--- src/rtl/audio_ctrl_pkg.sv ---
// Shared constants and helpers for the audio control port.
// Assumes the fixed byte format: widths below are set by the command layout.
package audio_ctrl_pkg;

    localparam int NUM_SPK = 4;
    localparam int VOL_W   = 6;
    localparam int SPK_W   = 5;
    localparam int TONE_W  = 4;
    localparam int UPD_W   = NUM_SPK + 4;

    // Strobe bit positions
    localparam int UPD_VOL  = 0;
    localparam int UPD_SPK0 = 1;
    localparam int UPD_SW   = UPD_SPK0 + NUM_SPK;
    localparam int UPD_BASS = UPD_SW + 1;
    localparam int UPD_TREB = UPD_SW + 2;

    typedef enum logic [2:0] {
        RX_IDLE,
        RX_ADDR,
        RX_ADDR_ACK,
        RX_DATA,
        RX_DATA_ACK
    } rx_state_t;

    // Convert a sign/magnitude-style tone code into signed steps
    function automatic logic signed [TONE_W-1:0] tone_steps(input logic [3:0] code);
        logic signed [TONE_W-1:0] mag;
        mag = $signed({1'b0, code[2:0]});
        if (code[3]) return 4'sd7 - mag;
        else         return mag - 4'sd7;
    endfunction

endpackage

--- src/rtl/bus_line_filter.sv ---
// Two-flop synchronizer followed by a stability filter for one bus line.
// The output follows the input only after it has held a new level for
// FILT_CYC consecutive clocks. Assumes the line idles high.
module bus_line_filter #(
    parameter int FILT_CYC = 4
) (
    input  logic clk,
    input  logic rst_n,
    input  logic din,
    output logic dout
);
    localparam int CNT_W = $clog2(FILT_CYC + 1);

    logic             sync1, sync2;
    logic [CNT_W-1:0] cnt;

    // Bring the asynchronous line into the clock domain
    always_ff @(posedge clk) begin
        if (!rst_n) begin
            sync1 <= 1'b1;
            sync2 <= 1'b1;
        end else begin
            sync1 <= din;
            sync2 <= sync1;
        end
    end

    // Accept a new level only after it has been stable long enough
    always_ff @(posedge clk) begin
        if (!rst_n) begin
            dout <= 1'b1;
            cnt  <= '0;
        end else if (sync2 == dout) begin
            cnt <= '0;
        end else if (cnt == CNT_W'(FILT_CYC - 1)) begin
            dout <= sync2;
            cnt  <= '0;
        end else begin
            cnt <= cnt + 1'b1;
        end
    end

endmodule

--- src/rtl/i2c_byte_rx.sv ---
// Write-only I2C slave byte engine working on filtered SCL/SDA.
// Detects START/STOP, shifts bits on rising SCL, acknowledges the
// matching address and every data byte, and hands each data byte
// out once its acknowledge clock has ended. Assumes open-drain SDA.
module i2c_byte_rx
    import audio_ctrl_pkg::*;
#(
    parameter logic [7:0] DEV_ADDR = 8'h88
) (
    input  logic       clk,
    input  logic       rst_n,
    input  logic       scl_f,
    input  logic       sda_f,
    output logic       sda_oe,
    output logic       byte_vld,
    output logic [7:0] byte_q
);
    rx_state_t  state;
    logic       scl_d, sda_d;
    logic [3:0] bitcnt;
    logic [7:0] shreg;
    logic       is_start, is_stop, scl_rise, scl_fall;

    // Bus events seen on the filtered lines
    always_comb begin
        is_start = scl_f && scl_d && sda_d && !sda_f;
        is_stop  = scl_f && scl_d && !sda_d && sda_f;
        scl_rise = scl_f && !scl_d;
        scl_fall = !scl_f && scl_d;
    end

    // Protocol state, bit shifting and acknowledge drive
    always_ff @(posedge clk) begin
        if (!rst_n) begin
            state    <= RX_IDLE;
            scl_d    <= 1'b1;
            sda_d    <= 1'b1;
            bitcnt   <= '0;
            shreg    <= '0;
            sda_oe   <= 1'b0;
            byte_vld <= 1'b0;
            byte_q   <= '0;
        end else begin
            scl_d    <= scl_f;
            sda_d    <= sda_f;
            byte_vld <= 1'b0;
            if (is_start) begin
                state  <= RX_ADDR;
                bitcnt <= '0;
                sda_oe <= 1'b0;
            end else if (is_stop) begin
                state  <= RX_IDLE;
                sda_oe <= 1'b0;
            end else if (scl_rise) begin
                if (state == RX_ADDR || state == RX_DATA) begin
                    shreg  <= {shreg[6:0], sda_f};
                    bitcnt <= bitcnt + 1'b1;
                end
            end else if (scl_fall) begin
                case (state)
                    RX_ADDR: begin
                        if (bitcnt == 4'd8) begin
                            if (shreg == DEV_ADDR) begin
                                sda_oe <= 1'b1;
                                state  <= RX_ADDR_ACK;
                            end else begin
                                state <= RX_IDLE;
                            end
                        end
                    end
                    RX_DATA: begin
                        if (bitcnt == 4'd8) begin
                            sda_oe <= 1'b1;
                            byte_q <= shreg;
                            state  <= RX_DATA_ACK;
                        end
                    end
                    RX_ADDR_ACK: begin
                        sda_oe <= 1'b0;
                        bitcnt <= '0;
                        state  <= RX_DATA;
                    end
                    RX_DATA_ACK: begin
                        sda_oe   <= 1'b0;
                        byte_vld <= 1'b1;
                        bitcnt   <= '0;
                        state    <= RX_DATA;
                    end
                    default: state <= RX_IDLE;
                endcase
            end
        end
    end


    ack_rise_scl_low_chk: assert property (@(posedge clk) disable iff (!rst_n)
        $rose(sda_oe) |-> !scl_f);


    ack_fall_scl_low_chk: assert property (@(posedge clk) disable iff (!rst_n)
        $fell(sda_oe) |-> !scl_f);


    no_ack_when_idle_chk: assert property (@(posedge clk) disable iff (!rst_n)
        (state == RX_IDLE) |-> !sda_oe);

endmodule

--- src/rtl/cmd_decode.sv ---
// Decodes each accepted command byte by its leading bits and keeps the
// audio settings. Raises one strobe bit for the group written.
// Assumes byte_vld is a single-cycle pulse.
module cmd_decode
    import audio_ctrl_pkg::*;
(
    input  logic                       clk,
    input  logic                       rst_n,
    input  logic                       byte_vld,
    input  logic [7:0]                 byte_q,
    output logic [VOL_W-1:0]           vol_steps,
    output logic [NUM_SPK*SPK_W-1:0]   spk_steps,
    output logic [NUM_SPK-1:0]         spk_mute,
    output logic [1:0]                 in_sel,
    output logic [1:0]                 gain_step,
    output logic                       loud_en,
    output logic signed [TONE_W-1:0]   bass_step,
    output logic signed [TONE_W-1:0]   treble_step,
    output logic [UPD_W-1:0]           upd_strobe
);
    logic hit_vol, hit_sw, hit_bass, hit_treb;

    // Prefix classification of the incoming byte
    always_comb begin
        hit_vol  = byte_vld && (byte_q[7:6] == 2'b00);
        hit_sw   = byte_vld && (byte_q[7:5] == 3'b010);
        hit_bass = byte_vld && (byte_q[7:4] == 4'b0110);
        hit_treb = byte_vld && (byte_q[7:4] == 4'b0111);
    end

    // Volume, switch and tone registers with their strobes
    always_ff @(posedge clk) begin
        if (!rst_n) begin
            vol_steps           <= '1;
            in_sel              <= '0;
            gain_step           <= '0;
            loud_en             <= 1'b0;
            bass_step           <= '0;
            treble_step         <= '0;
            upd_strobe[UPD_VOL] <= 1'b0;
            upd_strobe[UPD_SW]  <= 1'b0;
            upd_strobe[UPD_BASS] <= 1'b0;
            upd_strobe[UPD_TREB] <= 1'b0;
        end else begin
            upd_strobe[UPD_VOL]  <= hit_vol;
            upd_strobe[UPD_SW]   <= hit_sw;
            upd_strobe[UPD_BASS] <= hit_bass;
            upd_strobe[UPD_TREB] <= hit_treb;
            if (hit_vol)  vol_steps <= byte_q[VOL_W-1:0];
            if (hit_sw) begin
                in_sel    <= byte_q[1:0];
                loud_en   <= ~byte_q[2];
                gain_step <= ~byte_q[4:3];
            end
            if (hit_bass) bass_step   <= tone_steps(byte_q[3:0]);
            if (hit_treb) treble_step <= tone_steps(byte_q[3:0]);
        end
    end

    // One attenuator per speaker output
    for (genvar i = 0; i < NUM_SPK; i++) begin : g_spk
        logic hit_spk;
        always_comb hit_spk = byte_vld && byte_q[7] && (byte_q[6:5] == 2'(i));

        // Hold this speaker's attenuation and mute flag
        always_ff @(posedge clk) begin
            if (!rst_n) begin
                spk_steps[i*SPK_W +: SPK_W] <= '1;
                spk_mute[i]                 <= 1'b1;
                upd_strobe[UPD_SPK0 + i]    <= 1'b0;
            end else begin
                upd_strobe[UPD_SPK0 + i] <= hit_spk;
                if (hit_spk) begin
                    spk_steps[i*SPK_W +: SPK_W] <= byte_q[SPK_W-1:0];
                    spk_mute[i]                 <= (byte_q[4:0] == 5'h1F);
                end
            end
        end


        spk_hold_chk: assert property (@(posedge clk) disable iff (!rst_n)
            !upd_strobe[UPD_SPK0 + i] |-> ($stable(spk_steps[i*SPK_W +: SPK_W]) && $stable(spk_mute[i])));
    end


    one_strobe_chk: assert property (@(posedge clk) disable iff (!rst_n)
        $onehot0(upd_strobe));


    vol_hold_chk: assert property (@(posedge clk) disable iff (!rst_n)
        !upd_strobe[UPD_VOL] |-> $stable(vol_steps));


    tone_range_chk: assert property (@(posedge clk) disable iff (!rst_n)
        (bass_step != -4'sd8) && (treble_step != -4'sd8));


    strobe_pulse_chk: assert property (@(posedge clk) disable iff (!rst_n)
        (upd_strobe != '0) |=> (upd_strobe == '0));

endmodule

--- src/rtl/audio_ctrl_i2c.sv ---
// Top of the audio control port: filters the bus lines, runs the
// write-only slave and decodes commands into setting registers.
// Assumes clk is at least a few dozen times faster than SCL.
module audio_ctrl_i2c
    import audio_ctrl_pkg::*;
#(
    parameter logic [7:0] DEV_ADDR = 8'h88,
    parameter int         FILT_CYC = 4
) (
    input  logic        clk,
    input  logic        rst_n,
    input  logic        scl_i,
    input  logic        sda_i,
    output logic        sda_oe,
    output logic [5:0]  vol_steps,
    output logic [19:0] spk_steps,
    output logic [3:0]  spk_mute,
    output logic [1:0]  in_sel,
    output logic [1:0]  gain_step,
    output logic        loud_en,
    output logic [3:0]  bass_step,
    output logic [3:0]  treble_step,
    output logic [7:0]  upd_strobe
);
    logic       scl_f, sda_f;
    logic       byte_vld;
    logic [7:0] byte_q;

    bus_line_filter #(.FILT_CYC(FILT_CYC)) u_scl_filt (
        .clk(clk), .rst_n(rst_n), .din(scl_i), .dout(scl_f));

    bus_line_filter #(.FILT_CYC(FILT_CYC)) u_sda_filt (
        .clk(clk), .rst_n(rst_n), .din(sda_i), .dout(sda_f));

    i2c_byte_rx #(.DEV_ADDR(DEV_ADDR)) u_rx (
        .clk(clk), .rst_n(rst_n), .scl_f(scl_f), .sda_f(sda_f),
        .sda_oe(sda_oe), .byte_vld(byte_vld), .byte_q(byte_q));

    cmd_decode u_dec (
        .clk(clk), .rst_n(rst_n), .byte_vld(byte_vld), .byte_q(byte_q),
        .vol_steps(vol_steps), .spk_steps(spk_steps), .spk_mute(spk_mute),
        .in_sel(in_sel), .gain_step(gain_step), .loud_en(loud_en),
        .bass_step(bass_step), .treble_step(treble_step),
        .upd_strobe(upd_strobe));

endmodule

--- config.mk ---
export PLATFORM = sky130hd
export DESIGN_NAME = audio_ctrl_i2c
export DESIGN_NICKNAME = d
export VERILOG_FILES = /design/src/rtl/audio_ctrl_pkg.sv /design/src/rtl/bus_line_filter.sv /design/src/rtl/i2c_byte_rx.sv /design/src/rtl/cmd_decode.sv /design/src/rtl/audio_ctrl_i2c.sv
export SDC_FILE = /design/constraint.sdc
export NUM_CORES = 1
export LEC_CHECK = 0
export ABC_AREA = 1
export BUFFER_PORTS_ARGS = -buffer_cell sky130_fd_sc_hd__buf_2
export CORE_UTILIZATION = 57
export DETAILED_ROUTE_END_ITERATION = 10
export PLACE_DENSITY = 0.81
export SLEW_MARGIN = 20
export SYNTH_ARGS = -nofsm -noshare
export SYNTH_HDL_FRONTEND = slang
export SYNTH_SLANG_ARGS = --single-unit
--- constraint.sdc ---
create_clock -name clk -period 4.1 [get_ports clk]
set_clock_uncertainty 0.2 [all_clocks]
set_input_delay 0.205 -clock clk [delete_from_list [all_inputs] [get_ports clk]]
set_output_delay 0.205 -clock clk [all_outputs]
set_load 0.005 [all_outputs]
==> results by group <==
Critical path
  • Worst Path Buf+Inv: 3
  • Crit path cell chain: dlygate4sd3_1, buf_2, inv_1, nor2_1, a21boi_0
  • Worst Path Max Fanout: 20
  • Worst Path Arrival: around 1.8 ns
  • Worst EP required: a little over 4 ns
  • Crit path largest cell delay: approximately 0.58 ns
  • Critical path's top delay family: buffers and inverters
  • Critical Path End Type: flop
  • Setup CP Type: in2reg
  • Slowest cell on crit path: inv_1
  • Startpoint type of the worst setup path: input pin

Placed design
  • DP Wirelength: 4720 um
  • GP Congestion: ~0.81
  • # port buffers: 55

Logic synthesis
  • #FFs+latches synth: 90
  • Net count after synthesis: between 400 and 500
  • EDFF count, synth: 0
  • Ys flop type: dfxtp_1
  • Synth Instances: roughly 400
  • Synthesized area: about 3400 um^2
  • Synthesis warning total: 0
  • Synth area leader: dfxtp_1
  • Area contributors post-synth: dfxtp_1 53%, nand2_1 8.0%, o211ai_1 6.2%
  • Yosys cell types: 27
  • Share of the synthesized area in the top cell type: a little over half
  • Fraction of registers with async set/reset: 0%
  • Synth cell count leaders: 90 x dfxtp_1, 72 x nand2_1, 37 x a21oi_1, 37 x inv_1, 32 x nor2_1
  • Syn Area/Cell: ~8.4 um^2
  • Sequential area share after synthesis: between 50% and 60%
  • Count leader, synth: dfxtp_1

Finish
  • Area used by multi-input combinational logic: roughly 1300 um^2
  • Post-layout nets: roughly 470
  • Filler cells: approximately 470
  • Share of layout cells above drive strength 1: around 20%
  • Synthesis-to-finish area growth: 15.9%
  • Ant diodes: 0
  • Register area: 1800 um^2
  • Fin util: 69.9%

Detailed routing
  • DRT Pass-1 Iters: 4
  • Via density per instance: 5.22
  • Drt drc: 0
  • Final wirelength: roughly 6900 um
  • DR vias: between 2,000 and 3,000
  • ANT nets after route: 0
  • Wire length per cell: approximately 13 um
  • Starting DRT DRC Count: between 150 and 200

Clocking
  • Clk sinks: 90
  • # H-tree levels: 3
  • CTS tree: built
  • Clock transition at path regs: 0.08 ns
  • Setup bufs post-CTS: 0
  • Root buffer cell: clkbuf_8
  • Resize count post-CTS: 0
  • Worst-case clock buffer depth: 2
  • Worst skew pair latency: about 0.35 ns
  • CTS Buf Count: 9

Floorplanning
  • # rows: 27
  • Initial Util: ~60%
  • Core Region: roughly 5600 um^2
  • Top-Level Pins: 56
  • Die Span Y: just under 80 um
  • Die ar.: between 6000 and 7000 um^2
  • Die X: 79 um

GRT
  • GRT Total Usage: between 20% and 30%
  • Grt total ovfl: 0
  • Pin count of the biggest net entering global routing: approximately 60
  • First-pass GRT wire length: around 12,000 um
  • Antenna violations before repair: 0
  • Vias in the first global route: ~2,600

STA
  • Slew Viols, Final: 0
  • Setup TNS Final: 0 ns
  • Max Freq: approximately 550 MHz
  • Worst Tran Pin Value: 0.774 ns
  • Final Cycle Share: between 40 and 50%
  • Minimum clock period: 1.81 ns
  • Final hold violations: 0
  • Final number of setup-violating endpoints: 0
  • Slew margin rel.: 48.4%
  • RSZ-0062 raised after global routing: false

Pwr
  • Power Density: a little over 400 nW/um^2
  • Worst vdd ir: between 0.0002 and 0.0003 V
  • Post-layout power: 1.58 mW
  • Leak: about 1.8 nW

Run
  • Max_cap viols: 0

Status
  • Outcome: finished clean

Min path
  • Worst min path class: reg2reg
[logic make-up after synthesis]
kind of cell             share of synthesized area [%]
AND/OR/NAND/NOR                                   18.3
AO/OA/AOI/OAI                                     17.6
flip-flops                                        53.3
buffers and inverters                             7.89
adder cells (fa/ha/maj)                           2.59
XOR/XNOR                                         0.259
[layer usage]
metal  GRT usage [%]  wire length, um
met3            4.14              310
met4            13.6              136
met2            38.9             3290
met1            31.1             3150
met5               0                0
[cells in the final DEF, fill, tap and decap left out, types with 2 or more instances in the layout]
cell	n
nor2_4	2
or2_2	5
a211oi_2	2
nand2_1	72
ha_1	7
nor3_4	2
dlygate4sd3_1	3
clkinv_1	2
a21oi_1	37
nor3_1	5
inv_2	7
inv_1	37
o21ai_0	25
buf_2	55
nor2_1	32
nand3_1	14
o211ai_1	28
dfxtp_1	90
bufinv_16	2
nand4_1	4
clkbuf_8	11
o21ai_1	7
[registers in the layout, indices dropped and copies added (netlist names), 6 cells and up]
register and cells:
u_dec.spk_steps 20, u_dec.upd_strobe 8, u_rx.byte_q 8, u_rx.shreg 8
u_dec.vol_steps 6
[through the flow]
step                cell area (um^2)  hold slack [ns]  worst slack (ns)  cells
floorplan                       3380            0.112              2.68    401
finish                          3920            0.225              2.29    531
detailed placement              3660            0.193              2.51    512
global route                    3920            0.245              2.19    531
CTS                             3920            0.229              2.33    531
global placement                3660            0.193              2.51    512
[layout make-up]
type	count	share of cell area [%]
multi-input combinational	248	33.5
sequential	90	46.0
timing repair buffer	59	7.98
inverter	46	4.41
tap	72	2.30
clock inverter	4	1.88
clock buffer	12	3.96
[what timing repair did]
item / 4_1_cts / 5_1_grt
endpoints found under the setup margin: 0 / 0
hold buffers: 3 / 0
endpoints found under the hold margin: 5 / 0
[power breakdown]
part	switching (mW)	leakage (nW)	internal, mW
combinational	0.0168	0.922	0.00778
sequential	0.00110	0.727	0.876
clock	0.303	0.117	0.377
[path summary, 6_finish.rpt]
path                                              startpoint                           to  slack [ns]  cells after the start
worst max register to register  u_scl_filt.dout$_SDFFE_PN1P_  u_rx.bitcnt[2]$_SDFFE_PP0P_        2.48                      6
worst min-delay path             u_scl_filt.sync1$_SDFF_PN1_  u_scl_filt.sync2$_SDFF_PN1_        0.23                      1
worst max-delay path                                   rst_n   u_rx.state[2]$_SDFFE_PP0P_        2.29                      5
worst min register to register   u_scl_filt.sync1$_SDFF_PN1_  u_scl_filt.sync2$_SDFF_PN1_        0.23                      1
Power figures use the tool's default switching activity.
